<file path="src/rtl/pinfe_pkg.sv">
package pinfe_pkg;

    // positions in the pin vector
    localparam int PIN_EXT   = 0;
    localparam int PIN_SMI   = 1;
    localparam int PIN_MCK   = 2;
    localparam int PIN_CSTOP = 3;
    localparam int PIN_HRST  = 4;
    localparam int PIN_SRST  = 5;
    localparam int PIN_TBEN  = 6;
    localparam int NUM_DEF_PINS = 7;

    // positions in the pending vector
    localparam int PEND_EXT = 0;
    localparam int PEND_SMI = 1;
    localparam int PEND_MCK = 2;
    localparam int PEND_RST = 3;
    localparam int NUM_PEND = 4;
    localparam int PEND_IDX_W = $clog2(NUM_PEND);

    typedef struct packed {
        logic [NUM_PEND-1:0] pend;
        logic                halt;
        logic                rst_req;
        logic                tb_start;
        logic                tb_stop;
        logic                irq;
    } act_state_t;

endpackage

</file>
<file path="src/rtl/pinfe_sync.sv">
module pinfe_sync #(
    parameter int W      = 8,
    parameter int STAGES = 2
) (
    input  logic         clk_i,
    input  logic         rst_ni,
    input  logic [W-1:0] async_i,
    output logic [W-1:0] sync_o
);
    logic [W-1:0] stage_d [STAGES];
    logic [W-1:0] stage_q [STAGES];

    always_comb begin
        stage_d[0] = async_i;
        for (int s = 1; s < STAGES; s++) begin
            stage_d[s] = stage_q[s-1];
        end
    end

    always_ff @(posedge clk_i or negedge rst_ni) begin
        if (!rst_ni) begin
            for (int s = 0; s < STAGES; s++) begin
                stage_q[s] <= '0;
            end
        end else begin
            for (int s = 0; s < STAGES; s++) begin
                stage_q[s] <= stage_d[s];
            end
        end
    end

    assign sync_o = stage_q[STAGES-1];
endmodule

</file>
<file path="src/rtl/pinfe_edge.sv">
module pinfe_edge
    import pinfe_pkg::*;
#(
    parameter int W = 8
) (
    input  logic                    clk_i,
    input  logic                    rst_ni,
    input  logic [W-1:0]            smp_i,
    output logic [NUM_DEF_PINS-1:0] chg_o,
    output logic [NUM_DEF_PINS-1:0] lvl_o
);
    localparam logic [W-1:0] TRACK_MASK = W'((1 << NUM_DEF_PINS) - 1);

    logic [W-1:0] rec_d, rec_q;
    logic [W-1:0] diff;

    // a sample equal to the record changes nothing; spare pins never update
    always_comb begin
        diff  = smp_i ^ rec_q;
        rec_d = rec_q ^ (diff & TRACK_MASK);
    end

    always_ff @(posedge clk_i or negedge rst_ni) begin
        if (!rst_ni) rec_q <= '0;
        else         rec_q <= rec_d;
    end

    for (genvar g = 0; g < NUM_DEF_PINS; g++) begin : g_pin
        assign chg_o[g] = diff[g];
        assign lvl_o[g] = smp_i[g];
    end
endmodule

</file>
<file path="src/rtl/pinfe_act.sv">
module pinfe_act
    import pinfe_pkg::*;
(
    input  logic                    clk_i,
    input  logic                    rst_ni,
    input  logic [NUM_DEF_PINS-1:0] chg_i,
    input  logic [NUM_DEF_PINS-1:0] lvl_i,
    input  logic                    ack_valid_i,
    input  logic [PEND_IDX_W-1:0]   ack_idx_i,
    output act_state_t              st_o
);
    act_state_t st_d, st_q;
    logic [NUM_PEND-1:0] set_vec, drop_vec, ack_vec;

    always_comb begin
        for (int i = 0; i < NUM_PEND; i++) begin
            ack_vec[i] = ack_valid_i && (ack_idx_i == PEND_IDX_W'(i));
        end

        set_vec  = '0;
        drop_vec = '0;
        // level-following pins
        set_vec[PEND_EXT]  = chg_i[PIN_EXT]  &  lvl_i[PIN_EXT];
        drop_vec[PEND_EXT] = chg_i[PIN_EXT]  & ~lvl_i[PIN_EXT];
        set_vec[PEND_SMI]  = chg_i[PIN_SMI]  &  lvl_i[PIN_SMI];
        drop_vec[PEND_SMI] = chg_i[PIN_SMI]  & ~lvl_i[PIN_SMI];
        set_vec[PEND_RST]  = chg_i[PIN_SRST] &  lvl_i[PIN_SRST];
        drop_vec[PEND_RST] = chg_i[PIN_SRST] & ~lvl_i[PIN_SRST];
        // falling-edge capture, never dropped by the pin
        set_vec[PEND_MCK]  = chg_i[PIN_MCK]  & ~lvl_i[PIN_MCK];

        st_d          = st_q;
        st_d.pend     = (st_q.pend & ~(drop_vec | ack_vec)) | set_vec;
        st_d.halt     = st_q.halt | (chg_i[PIN_CSTOP] & lvl_i[PIN_CSTOP]);
        st_d.rst_req  = chg_i[PIN_HRST] & lvl_i[PIN_HRST];
        st_d.tb_start = chg_i[PIN_TBEN] &  lvl_i[PIN_TBEN];
        st_d.tb_stop  = chg_i[PIN_TBEN] & ~lvl_i[PIN_TBEN];
        st_d.irq      = |st_d.pend;
    end

    always_ff @(posedge clk_i or negedge rst_ni) begin
        if (!rst_ni) st_q <= '0;
        else         st_q <= st_d;
    end

    assign st_o = st_q;

    AST_MCK_STICKY: assert property (@(posedge clk_i) disable iff (!rst_ni)
        (st_q.pend[PEND_MCK] && !(ack_valid_i && ack_idx_i == PEND_IDX_W'(PEND_MCK)))
        |=> st_q.pend[PEND_MCK]);

    AST_HALT_HOLD: assert property (@(posedge clk_i) disable iff (!rst_ni)
        st_q.halt |=> st_q.halt);

    AST_RST_PULSE: assert property (@(posedge clk_i) disable iff (!rst_ni)
        st_q.rst_req |=> !st_q.rst_req);

    AST_TB_EXCL: assert property (@(posedge clk_i) disable iff (!rst_ni)
        !(st_q.tb_start && st_q.tb_stop));

    AST_IRQ_SUMMARY: assert property (@(posedge clk_i) disable iff (!rst_ni)
        st_q.irq == (st_q.pend != '0));

    AST_ACK_CLEARS: assert property (@(posedge clk_i) disable iff (!rst_ni)
        (ack_valid_i && ack_idx_i == PEND_IDX_W'(PEND_EXT)
         && !(chg_i[PIN_EXT] && lvl_i[PIN_EXT]))
        |=> !st_q.pend[PEND_EXT]);
endmodule

</file>
<file path="src/rtl/pin_irq_frontend.sv">
module pin_irq_frontend
    import pinfe_pkg::*;
#(
    parameter int PIN_W       = 8,
    parameter int SYNC_STAGES = 2
) (
    input  logic                  clk_i,
    input  logic                  rst_ni,
    input  logic [PIN_W-1:0]      pins_i,
    input  logic                  ack_valid_i,
    input  logic [PEND_IDX_W-1:0] ack_idx_i,
    output logic [NUM_PEND-1:0]   pending_o,
    output logic                  irq_req_o,
    output logic                  halt_o,
    output logic                  sys_reset_req_o,
    output logic                  tb_start_o,
    output logic                  tb_stop_o
);
    logic [PIN_W-1:0]        pins_sync;
    logic [NUM_DEF_PINS-1:0] chg, lvl;
    act_state_t              st;

    pinfe_sync #(.W(PIN_W), .STAGES(SYNC_STAGES)) u_sync (
        .clk_i   (clk_i),
        .rst_ni  (rst_ni),
        .async_i (pins_i),
        .sync_o  (pins_sync)
    );

    pinfe_edge #(.W(PIN_W)) u_edge (
        .clk_i  (clk_i),
        .rst_ni (rst_ni),
        .smp_i  (pins_sync),
        .chg_o  (chg),
        .lvl_o  (lvl)
    );

    pinfe_act u_act (
        .clk_i       (clk_i),
        .rst_ni      (rst_ni),
        .chg_i       (chg),
        .lvl_i       (lvl),
        .ack_valid_i (ack_valid_i),
        .ack_idx_i   (ack_idx_i),
        .st_o        (st)
    );

    assign pending_o       = st.pend;
    assign irq_req_o       = st.irq;
    assign halt_o          = st.halt;
    assign sys_reset_req_o = st.rst_req;
    assign tb_start_o      = st.tb_start;
    assign tb_stop_o       = st.tb_stop;
endmodule

</file>
<file path="config.mk">
export PLATFORM = sky130hd
export DESIGN_NAME = pin_irq_frontend
export DESIGN_NICKNAME = d
export VERILOG_FILES = /design/src/rtl/pinfe_pkg.sv /design/src/rtl/pinfe_sync.sv /design/src/rtl/pinfe_edge.sv /design/src/rtl/pinfe_act.sv /design/src/rtl/pin_irq_frontend.sv
export SDC_FILE = /design/constraint.sdc
export NUM_CORES = 1
export LEC_CHECK = 0
export BUFFER_PORTS_ARGS = -buffer_cell sky130_fd_sc_hd__buf_2
export CAP_MARGIN = 20
export CORE_ASPECT_RATIO = 0.5
export CORE_MARGIN = 5
export CORE_UTILIZATION = 40
export CTS_CLUSTER_SIZE = 14
export DETAILED_ROUTE_END_ITERATION = 10
export MAX_ROUTING_LAYER = met4
export PLACE_DENSITY = 0.65
export RECOVER_POWER = 100
export SKIP_LAST_GASP = 1
export SLEW_MARGIN = 10
export SYNTH_ARGS = -nofsm -noshare
export SYNTH_HDL_FRONTEND = slang
export SYNTH_SLANG_ARGS = --single-unit
</file>
<file path="constraint.sdc">
create_clock -name clk_i -period 1.94 [get_ports clk_i]
set_input_delay 0.194 -clock clk_i [delete_from_list [all_inputs] [get_ports clk_i]]
set_output_delay 0.194 -clock clk_i [all_outputs]
set_load 0.01 [all_outputs]
</file>
==> reports/metrics.cfg, run 1 <==
[global_route]
grtUsageTotal_pct = 9.67
grt_max_degree = 31
antenna_found_initial = 0
grt_pass1_wl_um = 2680
grt.overflow.total = 0
grt_pass1_vias = 615

[place]
portBuffers = 20
dp_slack_ns = 0.697
hpwlAfterDp_um = 1040
place_inst = 132
gp_congestion = 0.706

[worst_setup_path]
regToRegEndpoint = u_act.st_o[0]
crit_required_ns = 2.08
crit_fanout = 3
endpoint_kind = register
worst_setup_path_start_kind = register
reg2reg_from = u_edge.rec_q[0]
critPathLaunch = u_edge.rec_q[0]
reg2reg_depth = 5
rrSetupSlack_ns = 0.71
arrival_ns = 1.37
critical_path_class = reg -> reg

[synthesis]
synth-seq-cells = 30
yosysWarnings = 0
synth_cell_types = 15
synth.yosys.seq_area_share_pct = 69.0
syn_nets = 99
syn_area_um2 = 1090
netlist_instances = 75
synth_area_per_cell_um2 = 14.5

[job]
maxCapViolations = 0

[floorplanning]
die_y_um = 46.9
start_util_pct = 41.8
die_area_um2 = 3930
coreArea_um2 = 2600
num_rows = 13
die_w_um = 83.8
num_io_pins = 22

[final_layout]
nNetsFinal = 127
instances_no_fill = 141
final_util_pct = 50.9
antennaDiodeCount = 0
layout-drive-gt1-share_pct = 18.3
area_growth_pct = 21.7
fillers = 240

[worst_hold_path]
holdCritStartpoint = pins_i[5]
hold_end = u_sync.stage_d[5]
hold_path_class = in -> reg
whs_path_depth = 1

[detailed_routing]
drt-pass1-iter-count = 2
ant_nets = 0
first_iter_violations = 6
wl_per_cell_um = 10.7
dr_total_vias = 584
drc = 0
vias_per_cell = 4.14
wl_um = 1510

[outcome]
outcome = complete, no violations

[clock_tree]
h-tree-depth = 2
clk_pin_slew_ns = 0.06
cts_tree = yes
numCtsBuffers = 5
clockBufferDepth = 2
cts_sinks = 30
clkLatencyLatePin_ns = 0.27
root_buffer = clkbuf_8

[pwr]
p_total_uw = 1810
p_leak_uw = 0.000650
power_density_nw_per_um2 = 1370
ir_drop_uv = 551

[sta]
slew_headroom_pct = 52.1
fmax_ghz = 0.814
period_share_pct = 63.3
worst_pin_slew_ns = 0.718
worst_clock_skew_ns = 0.00332
period_minus_slack_ns = 1.23
slew_violations = 0
fin_tns_setup_ns = 0
fin_ws_ns = 0.712
hold_viol_final = 0
grt_setup_unrepaired = no
finalSetupViolCount = 0

==> timing repair <==
action                                 4_1_cts  5_1_grt
endpoints found under the hold margin       30        0
buffers inserted                             0        0
gates resized for setup                      0        0
hold buffers                                 1        0
==> final cells by class <==
class / instances / area (µm²) / area share, %
Multi-Input combinational cell: 31 / 285 / 21.5
Sequential cell: 30 / 751 / 56.7
Inverter: 14 / 52.6 / 3.97
Timing Repair Buffer: 21 / 98.8 / 7.46
Clock inverter: 1 / 5.00 / 0.378
Tap cell: 37 / 46.3 / 3.49
Clock buffer: 7 / 86.3 / 6.52
==> metrics by stage <==
step | cell area, µm² | hold slack (ns)
after floorplan | 1090 | -0.102
after global placement | 1230 | 0.256
final | 1330 | 0.0286
after detailed placement | 1230 | 0.261
after global routing | 1330 | 0.0120
after CTS | 1340 | 0.0167
==> worst max path at each step <==
stage / end / slack, ns / cells past startpoint
after floorplan: u_act.st_o[0] / 0.78 / 5
after global placement: u_act.st_o[0] / 0.72 / 5
final: u_act.st_o[0] / 0.71 / 5
after detailed placement: u_act.st_o[0] / 0.70 / 5
after global routing: u_act.st_o[0] / 0.51 / 5
after CTS: u_act.st_o[0] / 0.69 / 5
==> cell usage in the layout, fill, tap and decap left out, drive strengths merged <==
master        n
a21oi         1
a31o          1
a31oi         1
buf          10
clkbuf       17
clkinv        1
dfrtp        30
dlygate4sd3   1
ha           11
inv          14
nand3         1
nand3b        1
nand4bb       1
nor2          2
nor2b         2
nor4b         1
o21bai        1
or2           1
xnor2         7
==> synth_stat cells <==
master / count / area share [%]
nor2_1: 2 / 0.69
nor2b_1: 2 / 1.1
nand4bb_1: 1 / 1.0
or2_2: 1 / 0.58
ha_1: 11 / 13
inv_1: 14 / 4.8
nor4b_1: 1 / 0.80
a31oi_1: 1 / 0.58
nand3b_1: 1 / 0.69
nand3_1: 1 / 0.46
dfrtp_1: 30 / 69
a21oi_1: 1 / 0.46
xnor2_1: 7 / 5.6
o21bai_1: 1 / 0.69
a31o_1: 1 / 0.80
==> state kept, by name, summed over array words and instances, names as in the netlist <==
name            count
u_sync.stage_d      7
u_sync.sync_o       7
u_act.st_o          9
u_edge.rec_q        7
==> metal layers <==
metal | up-vias | wire [µm] | global-route usage (%)
met5 | - | 0 | -
met3 | 0 | 126 | 5.43
met1 | 279 | 651 | 9.40
li1 | 289 | - | -
met2 | 16 | 733 | 16.7
met4 | 0 | 0 | 3.85
==> cell families (layout without fill, tap and decap cells) <==
kind of cell | Yosys count | in the layout | synth area share (%)
AOI/OAI and AO/OA | 4 | 4 | 2.53
xor gates and xnor gates | 7 | 7 | 5.63
adders and majority gates | 11 | 11 | 12.6
buffers and inverters | 14 | 43 | 4.83
DFF | 30 | 30 | 69.0
and+or+nand+nor | 9 | 9 | 5.40
==> critical path: stages, from the launching register on <==
cell	delay (ns)
dfrtp_1	0.38
inv_1	0.05
ha_1	0.18
nor4b_1	0.21
o21bai_1	0.16
nand4bb_1	0.11
==> power breakdown <==
part / internal (µW) / switching (µW) / total, µW
combinational: 227 / 214 / 441
clock: 285 / 206 / 491
sequential: 787 / 91.9 / 879
Power figures use the tool's default switching activity.
==> inputs of run 2 (changes only) <==
Settings changed: PLACE_DENSITY 0.65 to 0.68.
Clock period 1.94 ns to 1.1 ns, I/O delays scaled along.
==> reports/metrics.cfg, run 2 (synthesis gave the netlist of run 1 again) <==
[outcome]
outcome = finished, violations left
violations = setup timing

[clock_tree]
h-tree-depth = 2  ; unchanged
cts_sinks = 30  ; unchanged
root_buffer = clkbuf_8
cts_tree = yes
clkLatencyLatePin_ns = 0.27  ; about the same
clk_pin_slew_ns = 0.06  ; about the same
clockBufferDepth = 2  ; unchanged
numCtsBuffers = 5  ; unchanged

[detailed_routing]
dr_total_vias = 608  ; +4.1%
ant_nets = 0  ; unchanged
wl_per_cell_um = 10.5  ; -2.3%
drc = 0  ; unchanged
vias_per_cell = 4.03  ; -2.8%
wl_um = 1580  ; +4.6%
drt-pass1-iter-count = 4  ; +2
first_iter_violations = 15  ; +9

[place]
gp_congestion = 0.665  ; -5.7%
hpwlAfterDp_um = 1020  ; -2.2%
dp_slack_ns = -0.121  ; -0.818 ns
place_area_um2 = 1250  ; +1.2%
portBuffers = 20  ; unchanged

[floorplanning]
num_io_pins = 22  ; unchanged
start_util_pct = 41.8  ; unchanged
die_area_um2 = 3930  ; unchanged
coreArea_um2 = 2600  ; unchanged
die_w_um = 83.8  ; unchanged
num_rows = 13  ; unchanged
die_y_um = 46.9  ; unchanged

[sta]
worst_clock_skew_ns = 0.00555  ; +0.00223 ns
grt_setup_unrepaired = yes
hold_viol_final = 0  ; unchanged
period_share_pct = 107  ; +44 points
finalSetupViolCount = 2  ; +2
period_minus_slack_ns = 1.18  ; -0.0500 ns
slew_violations = 0  ; unchanged
slew_headroom_pct = 57.6  ; +5.5 points
fmax_ghz = 0.849  ; +4.2%
fin_tns_setup_ns = -0.0910  ; -0.0910 ns
fin_ws_ns = -0.0784  ; -0.790 ns
worst_pin_slew_ns = 0.635  ; -0.0830 ns

[worst_setup_path]
arrival_ns = 1.32  ; -0.05 ns
reg2reg_from = u_sync.sync_o[0]
reg2reg_depth = 4  ; -1
rrSetupSlack_ns = -0.08  ; -0.79 ns
critical_path_class = reg -> reg
crit_required_ns = 1.24  ; -0.84 ns
crit_fanout = 2  ; -1
regToRegEndpoint = u_act.st_o[0]
endpoint_kind = register
worst_setup_path_start_kind = register

[final_layout]
mostFrequentLayoutCell = dfrtp_1
layout-drive-gt1-share_pct = 23.7  ; +5.4 points
layout_common_cells = dfrtp_1, inv_1, buf_2, ha_1, clkbuf_1
design_area_um2 = 1510  ; +14%
area_growth_pct = 38.3
largest_reg_flops = 9  ; unchanged
antennaDiodeCount = 0  ; unchanged
regArea_um2 = 751  ; unchanged
multiInputGateArea_um2 = 324  ; +14%
fillers = 210  ; -13%
nNetsFinal = 137  ; +7.9%

[pwr]
swShare_pct = 26.2  ; -2.1 points
net-switching-power_uw = 1010  ; +97%
p_total_uw = 3850  ; +110%
clockPowerShare_pct = 35.3  ; +8.2 points
ir_drop_uv = 1160  ; +110%
p_int_uw = 2840  ; +120%
combPwrFrac_pct = 24.6  ; +0.3 points
power_density_nw_per_um2 = 2560  ; +87%
p_leak_uw = 0.000725  ; +12%
power_frac_seq_pct = 40.1  ; -8.4 points

[worst_hold_path]
hold_end = u_act.st_o[7]
whs_path_depth = 2  ; +1
hold_path_class = in -> reg
holdCritStartpoint = ack_valid_i

[global_route]
grtUsageTotal_pct = 9.15  ; -0.52 points
grt.overflow.total = 0  ; unchanged
grt_pass1_vias = 640  ; +4.1%
antenna_found_initial = 0  ; unchanged
grt_pass1_wl_um = 2520  ; -5.9%
grt_max_degree = 31  ; unchanged

[job]
maxCapViolations = 0  ; unchanged

## run 2: cell count changes in the layout (fill, tap and decap cells not counted), moves of 2 or more
cell	delta
buf_4	+2
buf_2	+2
dlygate4sd3_1	+7
bufinv_16	+2
## run 2: per-layer routing
layer | global-route usage, % | routed length (µm) | vias up | part of all wire [%]
li1 | - | - | 308 | -
met1 | 8.67 | 736 | 284 | 47
met2 | 15.3 | 736 | 14 | 47
met3 | 5.60 | 94 | 2 | 5.9
met4 | 4.49 | 14 | 0 | 0.89
met5 | - | 0 | - | 0
## run 2: area by class of cell
cell class              instances  area share, %
clock buffers                   6           5.49
flip-flops and latches         30           49.9
clock inverters                 2           3.99
repair buffers                 31           12.6
well taps                      37           3.08
multi-input cells              31           21.5
inverters                      14           3.49
## run 2: worst max path at each step
stage / from / endpoint / slack, ns
6_report: u_sync.sync_o[0] / u_act.st_o[0] / -0.08
5_1_grt: u_edge.rec_q[0] / u_act.st_o[0] / -0.18
4_1_cts: u_sync.sync_o[0] / u_act.st_o[0] / -0.07
3_5_place_dp: u_sync.sync_o[0] / u_act.st_o[0] / -0.12
3_3_place_gp: u_sync.sync_o[0] / u_act.st_o[0] / -0.08
2_1_floorplan: u_edge.rec_q[0] / u_act.st_o[0] / -0.06
## run 2: per-stage QoR
stage                     utilization (%)  hold WS, ns  instances
after CTS                            56.9       0.0830        150
after global placement               48.0        0.136        134
after global routing                 57.8       0.0974        151
after floorplan                         -       -0.186         75
after detailed placement             48.0        0.138        134
final                                57.8       0.0989        151
## run 2: critical path, stage by stage (launching register included)
cell and delay (ns):
dfrtp_1 0.41, ha_4 0.18, nor4b_4 0.19, o21bai_4 0.16
nand4bb_1 0.11
## run 2: repair_timing
item | CTS | global route
hold buffers | 8 | 0
setup buffers | 0 | 1
hold endpoints to repair | 37 | 0
endpoints found under the setup margin | 2 | 2
pin swaps | 1 | 0
gates resized for setup | 2 | 5
## run 2: power by group through the flow
stage                     Combinational (µW)  Clock (µW)  Sequential (µW)
after CTS                                909        1380             1540
after global placement                   837           0             1550
after floorplan                          527           0             1600
after detailed placement                 868           0             1560
final                                    947        1360             1550
after global routing                    1070        1410             1590
